**src/rtl/symfir_pkg.sv**
```systemverilog
package symfir_pkg;
   localparam int unsigned COEF_MAX_BITS = 512;

   // signed coefficient of pair idx taken from a flat vector, cw bits each
   function automatic int pair_coef(input logic [COEF_MAX_BITS-1:0] flat,
                                    input int cw, input int idx);
      int v;
      v = 0;
      for (int b = 0; b < 32; b++)
         v[b] = (b < cw) ? flat[idx*cw + b] : flat[idx*cw + cw - 1];
      return v;
   endfunction

   // table word for one address: sum of coefficients whose address bit is set
   function automatic int table_word(input logic [COEF_MAX_BITS-1:0] flat,
                                     input int npair, input int cw, input int addr);
      int acc;
      acc = 0;
      for (int p = 0; p < npair; p++)
         if (addr[p]) acc += pair_coef(flat, cw, p);
      return acc;
   endfunction
endpackage

```
**src/rtl/symfir_ctrl.sv**
```systemverilog
module symfir_ctrl #(
   parameter int SW  = 11,
   localparam int SLW = (SW > 1) ? $clog2(SW) : 1
) (
   input  logic           clk,
   input  logic           rst,
   input  logic           in_valid,
   output logic           load,
   output logic           busy,
   output logic           first,
   output logic           last,
   output logic [SLW-1:0] slot
);
   assign last  = busy && (slot == SLW'(SW - 1));
   assign first = busy && (slot == '0);
   assign load  = in_valid && (!busy || last);

   always_ff @(posedge clk) begin
      if (rst) begin
         busy <= 1'b0;
         slot <= '0;
      end else if (load) begin
         busy <= 1'b1;
         slot <= '0;
      end else if (last) begin
         busy <= 1'b0;
      end else if (busy) begin
         slot <= slot + 1'b1;
      end
   end
endmodule

```
**src/rtl/symfir_serial_front.sv**
```systemverilog
module symfir_serial_front #(
   parameter int NTAPS = 10,
   parameter int DW    = 10,
   localparam int NPAIR = NTAPS / 2,
   localparam int SW    = DW + 1
) (
   input  logic                   clk,
   input  logic                   rst,
   input  logic                   load,
   input  logic                   step,
   input  logic [DW-1:0]          in_data,
   output logic [NPAIR-1:0]       sum_bits,
   output logic [NTAPS*DW-1:0]    taps_flat
);
   logic [DW-1:0] dly   [NTAPS];
   logic [SW-1:0] shreg [NTAPS];

   always_ff @(posedge clk) begin
      if (rst) begin
         for (int k = 0; k < NTAPS; k++) begin
            dly[k]   <= '0;
            shreg[k] <= '0;
         end
      end else if (load) begin
         dly[0]   <= in_data;
         shreg[0] <= {in_data[DW-1], in_data};
         for (int k = 1; k < NTAPS; k++) begin
            dly[k]   <= dly[k-1];
            shreg[k] <= {dly[k-1][DW-1], dly[k-1]};
         end
      end else if (step) begin
         for (int k = 0; k < NTAPS; k++)
            shreg[k] <= shreg[k] >> 1;
      end
   end

   for (genvar k = 0; k < NTAPS; k++) begin : g_flat
      assign taps_flat[k*DW +: DW] = dly[k];
   end

   // one serial adder per coefficient-sharing pair
   for (genvar p = 0; p < NPAIR; p++) begin : g_pair
      logic a_bit, b_bit, cy, cy_next;
      assign a_bit       = shreg[p][0];
      assign b_bit       = shreg[NTAPS-1-p][0];
      assign sum_bits[p] = a_bit ^ b_bit ^ cy;
      assign cy_next     = (a_bit & b_bit) | (cy & (a_bit ^ b_bit));
      always_ff @(posedge clk) begin
         if (rst || load) cy <= 1'b0;
         else if (step)   cy <= cy_next;
      end
   end
endmodule

```
**src/rtl/symfir_coef_rom.sv**
```systemverilog
module symfir_coef_rom
   import symfir_pkg::*;
#(
   parameter int NPAIR = 5,
   parameter int CW    = 10,
   parameter int LW    = 13,
   parameter logic [NPAIR*CW-1:0] COEF = '0,
   localparam int DEPTH = 1 << NPAIR
) (
   input  logic [NPAIR-1:0]       addr,
   output logic signed [LW-1:0]   word
);
   localparam logic [COEF_MAX_BITS-1:0] FLAT = COEF_MAX_BITS'(COEF);

   if (NPAIR * CW > COEF_MAX_BITS) begin : g_bad_coef
      $error("coefficient vector wider than the package limit");
   end

   logic signed [LW-1:0] rom [DEPTH];

   for (genvar a = 0; a < DEPTH; a++) begin : g_rom
      localparam int VAL = table_word(FLAT, NPAIR, CW, a);
      assign rom[a] = LW'(VAL);
   end

   assign word = rom[addr];
endmodule

```
**src/rtl/symfir_scale_acc.sv**
```systemverilog
module symfir_scale_acc #(
   parameter int LW  = 13,
   parameter int OW  = 24,
   parameter int SW  = 11,
   localparam int SLW = (SW > 1) ? $clog2(SW) : 1
) (
   input  logic                  clk,
   input  logic                  rst,
   input  logic                  step,
   input  logic                  first,
   input  logic                  last,
   input  logic [SLW-1:0]        slot,
   input  logic signed [LW-1:0]  word,
   output logic                  out_valid,
   output logic signed [OW-1:0]  out_data
);
   logic signed [OW-1:0] acc, ext, weighted, term, total;

   always_comb begin
      ext      = {{(OW-LW){word[LW-1]}}, word};
      weighted = ext << slot;
      term     = last ? (~weighted + OW'(1)) : weighted;
      total    = first ? term : acc + term;
   end

   always_ff @(posedge clk) begin
      if (rst) begin
         acc       <= '0;
         out_data  <= '0;
         out_valid <= 1'b0;
      end else begin
         out_valid <= step && last;
         if (step) acc <= total;
         if (step && last) out_data <= total;
      end
   end
endmodule

```
**src/rtl/symfir_da.sv**
```systemverilog
module symfir_da #(
   parameter int NTAPS = 10,
   parameter int DW    = 10,
   parameter int CW    = 10,
   parameter logic [(NTAPS/2)*CW-1:0] COEF =
      {10'h137, 10'h096, 10'h3C3, 10'h017, 10'h3F7},
   localparam int NPAIR = NTAPS / 2,
   localparam int SW    = DW + 1,
   localparam int LW    = CW + ((NPAIR > 1) ? $clog2(NPAIR) : 1),
   localparam int OW    = SW + LW,
   localparam int SLW   = (SW > 1) ? $clog2(SW) : 1
) (
   input  logic                 clk,
   input  logic                 rst,
   input  logic                 in_valid,
   input  logic [DW-1:0]        in_data,
   output logic                 out_valid,
   output logic signed [OW-1:0] out_data
);
   if (NTAPS < 2 || (NTAPS % 2) != 0) begin : g_bad_taps
      $error("NTAPS must be even and at least 2");
   end
   if (DW < 2 || CW < 2) begin : g_bad_width
      $error("DW and CW must be at least 2");
   end

   logic                 acc_load, eng_busy, slot_first, slot_last;
   logic [SLW-1:0]       slot;
   logic [NPAIR-1:0]     addr;
   logic signed [LW-1:0] word;
   logic [NTAPS*DW-1:0]  taps_flat;

   symfir_ctrl #(.SW(SW)) u_ctrl (
      .clk(clk), .rst(rst), .in_valid(in_valid),
      .load(acc_load), .busy(eng_busy), .first(slot_first),
      .last(slot_last), .slot(slot)
   );

   symfir_serial_front #(.NTAPS(NTAPS), .DW(DW)) u_front (
      .clk(clk), .rst(rst), .load(acc_load), .step(eng_busy),
      .in_data(in_data), .sum_bits(addr), .taps_flat(taps_flat)
   );

   symfir_coef_rom #(.NPAIR(NPAIR), .CW(CW), .LW(LW), .COEF(COEF)) u_rom (
      .addr(addr), .word(word)
   );

   symfir_scale_acc #(.LW(LW), .OW(OW), .SW(SW)) u_acc (
      .clk(clk), .rst(rst), .step(eng_busy), .first(slot_first),
      .last(slot_last), .slot(slot), .word(word),
      .out_valid(out_valid), .out_data(out_data)
   );
endmodule

```
**config.mk**
```make
export PLATFORM = sky130hd
export DESIGN_NAME = symfir_da
export DESIGN_NICKNAME = d
export VERILOG_FILES = /design/src/rtl/symfir_pkg.sv /design/src/rtl/symfir_ctrl.sv /design/src/rtl/symfir_serial_front.sv /design/src/rtl/symfir_coef_rom.sv /design/src/rtl/symfir_scale_acc.sv /design/src/rtl/symfir_da.sv
export SDC_FILE = /design/constraint.sdc
export NUM_CORES = 1
export LEC_CHECK = 0
export ABC_AREA = 1
export BUFFER_PORTS_ARGS = -buffer_cell sky130_fd_sc_hd__buf_2
export CAP_MARGIN = 20
export CORE_ASPECT_RATIO = 1.5
export CORE_MARGIN = 3
export CORE_UTILIZATION = 35
export DETAILED_ROUTE_END_ITERATION = 8
export GPL_ROUTABILITY_DRIVEN = 0
export PLACE_DENSITY_LB_ADDON = 0.12
export SLEW_MARGIN = 15
export SYNTH_ARGS = -nofsm -noshare
export SYNTH_HDL_FRONTEND = slang
export SYNTH_SLANG_ARGS = --single-unit
export TNS_END_PERCENT = 100
```
**constraint.sdc**
```tcl
create_clock -name clk -period 7.2 [get_ports clk]
set_input_delay 0.72 -clock clk [delete_from_list [all_inputs] [get_ports clk]]
set_output_delay 0.72 -clock clk [all_outputs]
set_load 0.05 [all_outputs]
```
-- After elaboration in Yosys (flattened, before gate mapping)
Memory sizes are Yosys's and may differ from the RTL's.
Index checks and enable logic that the tools add are counted.
- memory bits (read-only): 416
- input port bits: 13
- memory bits (writable): 210
- output and inout bits: 25
- memories: 3
- logic and storage cells: 133
- register bits: 59
- memories (memory ; depth ; width ; rd ports ; clocked after memory_dff ; wr ports ; line ; source):
    (name not given) ; 32 ; 13 ; 1 ; 0 ; 0 ; symfir_coef_rom.sv:26 ; assign word = rom[addr];
    u_front.shreg ; 10 ; 11 ; 10 ; 0 ; 10 ; symfir_serial_front.sv:16 ; logic [SW-1:0] shreg [NTAPS];
    u_front.dly ; 10 ; 10 ; 9 ; 0 ; 10 ; symfir_serial_front.sv:15 ; logic [DW-1:0] dly [NTAPS];
- add/subtract/negate cells: 3
- bitwise logic cells: 58
- shifts and indexed selects: 1
- reduce and logical (&&, ||, !) cells: 11
- equality and inequality tests: 1
- $lt $le $gt $ge: 1
- mux-type cells: 45
- operators by type and width (operator ; number):
    2-to-1 mux 11 bit ; 20
    2-to-1 mux 10 bit ; 10
    2-to-1 mux 24 bit ; 2
    bitwise OR 1 bit ; 35
    2-to-1 mux 13 bit ; 2
    adder 24 x 2 -> 24 bit (second input constant) ; 1
    adder 24 bit ; 1
    NOT 24 bit ; 1
    << shifter 24 x 4 -> 24 bit ; 1
    2-to-1 mux 1 bit ; 11
    AND 1 bit ; 10
    XOR 1 bit ; 10
    greater-or-equal comparator 6 bit (second input constant) ; 1
    NOT 5 -> 6 bit ; 1
    adder 4 x 1 -> 4 bit (second input constant) ; 1
    == test 4 bit (second input constant) ; 1
    logical AND 1 bit ; 4
    logical NOT 4 bit ; 1
    logical OR 1 bit ; 2
    AND reduction 2 bit ; 1
    nonzero test 2 bit ; 1
    OR reduction 2 bit ; 1
    logical NOT 1 bit ; 1
    NOT 1 bit ; 1

-- Longest topological paths before layout
An unclocked memory read counts as a cell.
- depth after elaboration: 13
- mapped depth: 40

-- By module
From an unflattened synthesis, not the netlist that was laid out.
- cell total of the unflattened synthesis: 1703
- area total of the unflattened synthesis: 14447.6 µm²
- modules (own cells, without submodules) (module ; times used ; cells an instance ; area each (µm²)):
    symfir_serial_front ; 1 ; 686 ; 8448.1
    symfir_scale_acc ; 1 ; 890 ; 5180.0
    symfir_coef_rom ; 1 ; 84 ; 489.2
    symfir_ctrl ; 1 ; 43 ; 330.3

-- Worst setup path before layout
Ideal clock, no wire load.
- kind: register to register
- start point: memory u_front.shreg[8][0] (netlist: u_front.shreg[0][88])
- end point: register u_acc.acc[23]
- stages on the path, launching flop included: 39
- arrival: 4578 ps
- setup slack: 2513 ps
- cell sequence: edfxtp_1 fa_1 inv_1 ha_1 inv_2 nand2_2 nand2_1 nand2_1 nand3_2 nand3_2 nand3_1 nand3_1 nand3_1 nand2_1 nor2_2 nand2_2 nor2_1 inv_2 (+3 left out) inv_1 ha_1 nand2_1 nor2_1 and3_1 nand4_1 nand3_1 nand3_1 nand2_1 nand2_1 nand2_1 or2_2 nand3_1 inv_1 nand3_1 nand3_1 nand2_1 inv_1
- RTL lines (element ; line ; source):
    start: declaration ; symfir_serial_front.sv:16 ;
    end signal: assignment ; symfir_scale_acc.sv:33 ; if (step) acc <= total;
    end: declaration ; symfir_scale_acc.sv:17 ; logic signed [OW-1:0] acc, ext, weighted, term, total;

-- Final worst setup path
- start point: register u_front.g_pair[2].cy
- end point: register u_acc.acc[23]
- word-level cells in the longest chain between the ends: 11
- ends and longest elaborated chain (element ; line ; source):
    start: declaration ; symfir_serial_front.sv:43 ; logic a_bit, b_bit, cy, cy_next;
    start signal: assignment ; symfir_serial_front.sv:50 ; else if (step) cy <= cy_next;
    XOR 1 bit (*) ; symfir_serial_front.sv:46 ; assign sum_bits[p] = a_bit ^ b_bit ^ cy;
    NOT 5 -> 6 bit (implied by the code) (*) ; symfir_coef_rom.sv:26 ;
    memory (32 x 13 bit) (*) ; n/a ;
    2-to-1 mux 13 bit (implied by the code) (*) (2 in series) ; symfir_coef_rom.sv:26 ;
    << shifter 24 x 4 -> 24 bit (*) ; symfir_scale_acc.sv:21 ; weighted = ext << slot;
    NOT 24 bit ; symfir_scale_acc.sv:22 ; term = last ? (~weighted + OW'(1)) : weighted;
    adder 24 x 2 -> 24 bit ; symfir_scale_acc.sv:22 ;
    2-to-1 mux 24 bit (*) ; symfir_scale_acc.sv:22 ;
    adder 24 bit ; symfir_scale_acc.sv:23 ; total = first ? term : acc + term;
    2-to-1 mux 24 bit (*) ; symfir_scale_acc.sv:23 ;
Mark *: on every way between the ends. The rest lies on a longest branch, timed or not. The select of a mux whose other input is x is not followed.
A chain may end at the register's enable or synchronous reset.

==> metrics.md <==
| Metric | Value |
|---|---|
| CP top delay family | `simple AND/OR/NAND/NOR gates` |
| CP arrival | `6.28 ns` |
| Placement Setup Slack | `1.405 ns` |
| Core box area | `0.03777 mm²` |
| Clk sinks | `259` |
| CTS tree | `yes` |
| Post-route insts no fill | `2031` |
| PostCTS Resize Cnt | `0` |
| Finished Cell Area | `0.01495 mm²` |
| Setup bufs post-CTS | `0` |
| DRC viols | `0` |
| Worst Path Required | `7.65 ns` |
| RSZ-0062 raised after global routing | `no` |
| Hold crit path type | `reg -> reg` |
| R2R Path Start | `u_front.g_pair[2].cy$_SDFFE_PP0P_` |
| Post-route ant nets | `0` |
| Nets | `1581` |
| Initial core utilization | `35.71%` |
| GRT Util Overall | `14.61%` |
| Leak | `6.480 nW` |
| Dpl cells | `1981` |
| PwrDens | `278.9 mW/mm²` |
| Fmax | `0.1718 GHz` |
| Setup ws final | `1.378 ns` |
| Worst Path Max Fanout | `13` |
| Clk slew on worst S/H paths | `0.06 ns` |
| Antenna violations before repair | `0` |
| Post-synth EDFFs | `200` |
| Number of buffers created by CTS | `27` |
| Max-cap violations | `0` |
| Avg WL per Cell | `14.86 µm` |
| FFs w/ async S/R, synth | `0%` |
| Minimum clock period | `5.822 ns` |
| Unique masters post-synth | `49` |
| Io pins | `38` |
| Worst setup path category | `reg -> reg` |
| Worst slew pin tran | `1.024 ns` |
| Hold-fix buffers, CTS | `0` |
| WP buf/inv | `7` |
| Peak supply drop | `0.0002001 V` |
| Hpwl dp | `20490 µm` |
| Max-Slew Margin vs Limit | `31.75%` |
| Via count | `9721` |
| Outcome | `complete, no violations` |
| Cells after Synth | `1515` |
| Dominant cell type by area after synthesis | `edfxtp_1` |
| YS warnings | `0` |
| Internal reg-to-reg setup slack | `1.38 ns` |
| First-pass iteration count of the detailed router | `5` |
| Grt ovf | `0` |
| FP Rows | `87` |
| Top cell type's share of synthesized area | `44.53%` |
| Fin. max-slew vios | `0` |
| Top_reg_cell synth | `edfxtp_1` |
| Most frequent cells in the layout | `295 x nand2_1, 200 x edfxtp_1, 192 x inv_1, 174 x nor2_1, 133 x o21ai_0` |
| Largest net degree at the start of global routing | `122` |
| Final antenna diode count | `0` |
| Final setup viols | `0` |
| Port bufs | `37` |
| Clk_skew | `0.02512 ns` |
| Slowest-stage cell, CP | `fa_1` |
| First-pass GRT wire length | `49780 µm` |
| Clock buffer depth | `3` |
| Syn Nets | `1575` |
| Commonest non-fill, non-tap cell in the layout | `nand2_1` |
| Drt initial violations | `494` |
| Die Ht | `246.4 µm` |
| Post-synthesis average cell area | `8.902 µm²` |
| Final wirelength | `30170 µm` |
| Worst-skew pair later-pin latency | `0.55 ns` |
| Core Util, Final | `39.59%` |
| Top cells by area, synth | `edfxtp_1 45%, dfxtp_1 8.8%, nand2_1 8.2%` |
| Crit. End Element | `flip-flop` |
| Hold Vio Cnt, Final | `0` |
| Crit-path max cell delay | `0.85 ns` |
| Final worst-path cycle share | `80.86%` |
| Seq cells post-synth | `259` |
| Cell area after synthesis | `0.01349 mm²` |
| Worst hold start | `u_acc.out_data[17]$_SDFFE_PP0P_` |
| R2R depth | `38` |
| Die width | `166.3 µm` |
| Hold depth | `2` |
| Htree depth | `1` |
| CP Launch Type | `flip-flop` |
| Total die area | `0.04097 mm²` |
| Cell Area, Placed | `0.01407 mm²` |
| Drt via density | `4.786` |
| Tot Pwr | `4.170 mW` |
| Vias in the first global route | `9898` |
| Hold Path End | `u_acc.out_data[17]$_SDFFE_PP0P_` |
| Layout cells sized above 1 | `11.48%` |
| Area Growth Syn to Fin | `10.87%` |
| TNS Setup | `0 ns` |
| R2R Path End | `u_acc.acc[23]$_SDFFE_PP0P_` |
| Sequential-to-total area share from yosys stat | `53.29%` |
| Clock Tree Root | `clkbuf_16` |
| Final hold slack | `0.4731 ns` |
## cells in the mapped netlist (12+ instances only)
master / n
nand2_1: 296
ha_1: 41
nand3_2: 22
o21ai_0: 133
dfxtp_1: 59
edfxtp_1: 200
nand4_1: 12
a21oi_1: 41
nand3_1: 129
buf_2: 14
o21a_1: 16
or2_2: 15
nand2_2: 13
inv_1: 193
nor2_1: 175
clkbuf_1: 45
## cell families (layout without fill, tap and decap cells)
kind of cell | Yosys count | after routing | synth area share, %
AND/OR/NAND/NOR | 687 | 687 | 23.15
buffers and inverters | 276 | 303 | 8.201
flip-flops | 259 | 259 | 53.29
AO/OA/AOI/OAI | 228 | 228 | 9.500
adder cells (fa/ha/maj) | 47 | 47 | 4.694
XOR/XNOR | 18 | 18 | 1.169
## worst min-delay path, delay by kind of cell, from the launching register on
kind | cells | cell delay [ns]
simple gates | 2 | 0.12
flops | 1 | 0.31
## flip-flops by register name, indices dropped and copies added (netlist names)
| register | count |
|---|---|
| u_acc.acc | 24 |
| u_acc.out_data | 24 |
| u_acc.out_valid | 1 |
| u_front.shreg | 110 |
| u_front.g_pair.cy | 5 |
| u_ctrl.busy | 1 |
| u_front.dly | 90 |
| u_ctrl.slot | 4 |
## power breakdown
group | switching, mW | total, mW | internal (mW)
sequential | 0.0398 | 1.78 | 1.74
combinational | 0.667 | 0.982 | 0.314
clock | 0.577 | 1.41 | 0.832
total | 1.28 | 4.17 | 2.89
## how the worst max path moves through the flow
stage                                                   from  depth (start not counted)                              end
after floorplan           u_front.shreg[0][88]$_SDFFCE_PN0P_                         38       u_acc.acc[23]$_SDFFE_PP0P_
after global placement     u_front.g_pair[2].cy$_SDFFE_PP0P_                         37  u_acc.out_data[23]$_SDFFE_PP0P_
after detailed placement   u_front.g_pair[2].cy$_SDFFE_PP0P_                         38       u_acc.acc[23]$_SDFFE_PP0P_
after CTS                  u_front.g_pair[2].cy$_SDFFE_PP0P_                         38       u_acc.acc[23]$_SDFFE_PP0P_
after global routing       u_front.g_pair[2].cy$_SDFFE_PP0P_                         37  u_acc.out_data[23]$_SDFFE_PP0P_
final                      u_front.g_pair[2].cy$_SDFFE_PP0P_                         38       u_acc.acc[23]$_SDFFE_PP0P_
## final cells by class
type | count | area [µm²]
inverters | 205 | 774.5
clock inverters | 11 | 133.9
clock buffers | 39 | 752.0
fillers | 3848 | 22820
flip-flops and latches | 259 | 7187
repair buffers | 48 | 267.8
well taps | 489 | 611.8
multi-input cells | 980 | 5226
## layer usage
layer / vias to the layer above / track usage, % / part of all wire [%]
met1: 4545 / 15.63 / 40
met3: 52 / 1.862 / 2.8
met2: 122 / 29.44 / 54
met5: - / 0 / 0
met4: 0 / 4.613 / 2.9
li1: 5002 / - / -
Power figures use the tool's default switching activity.
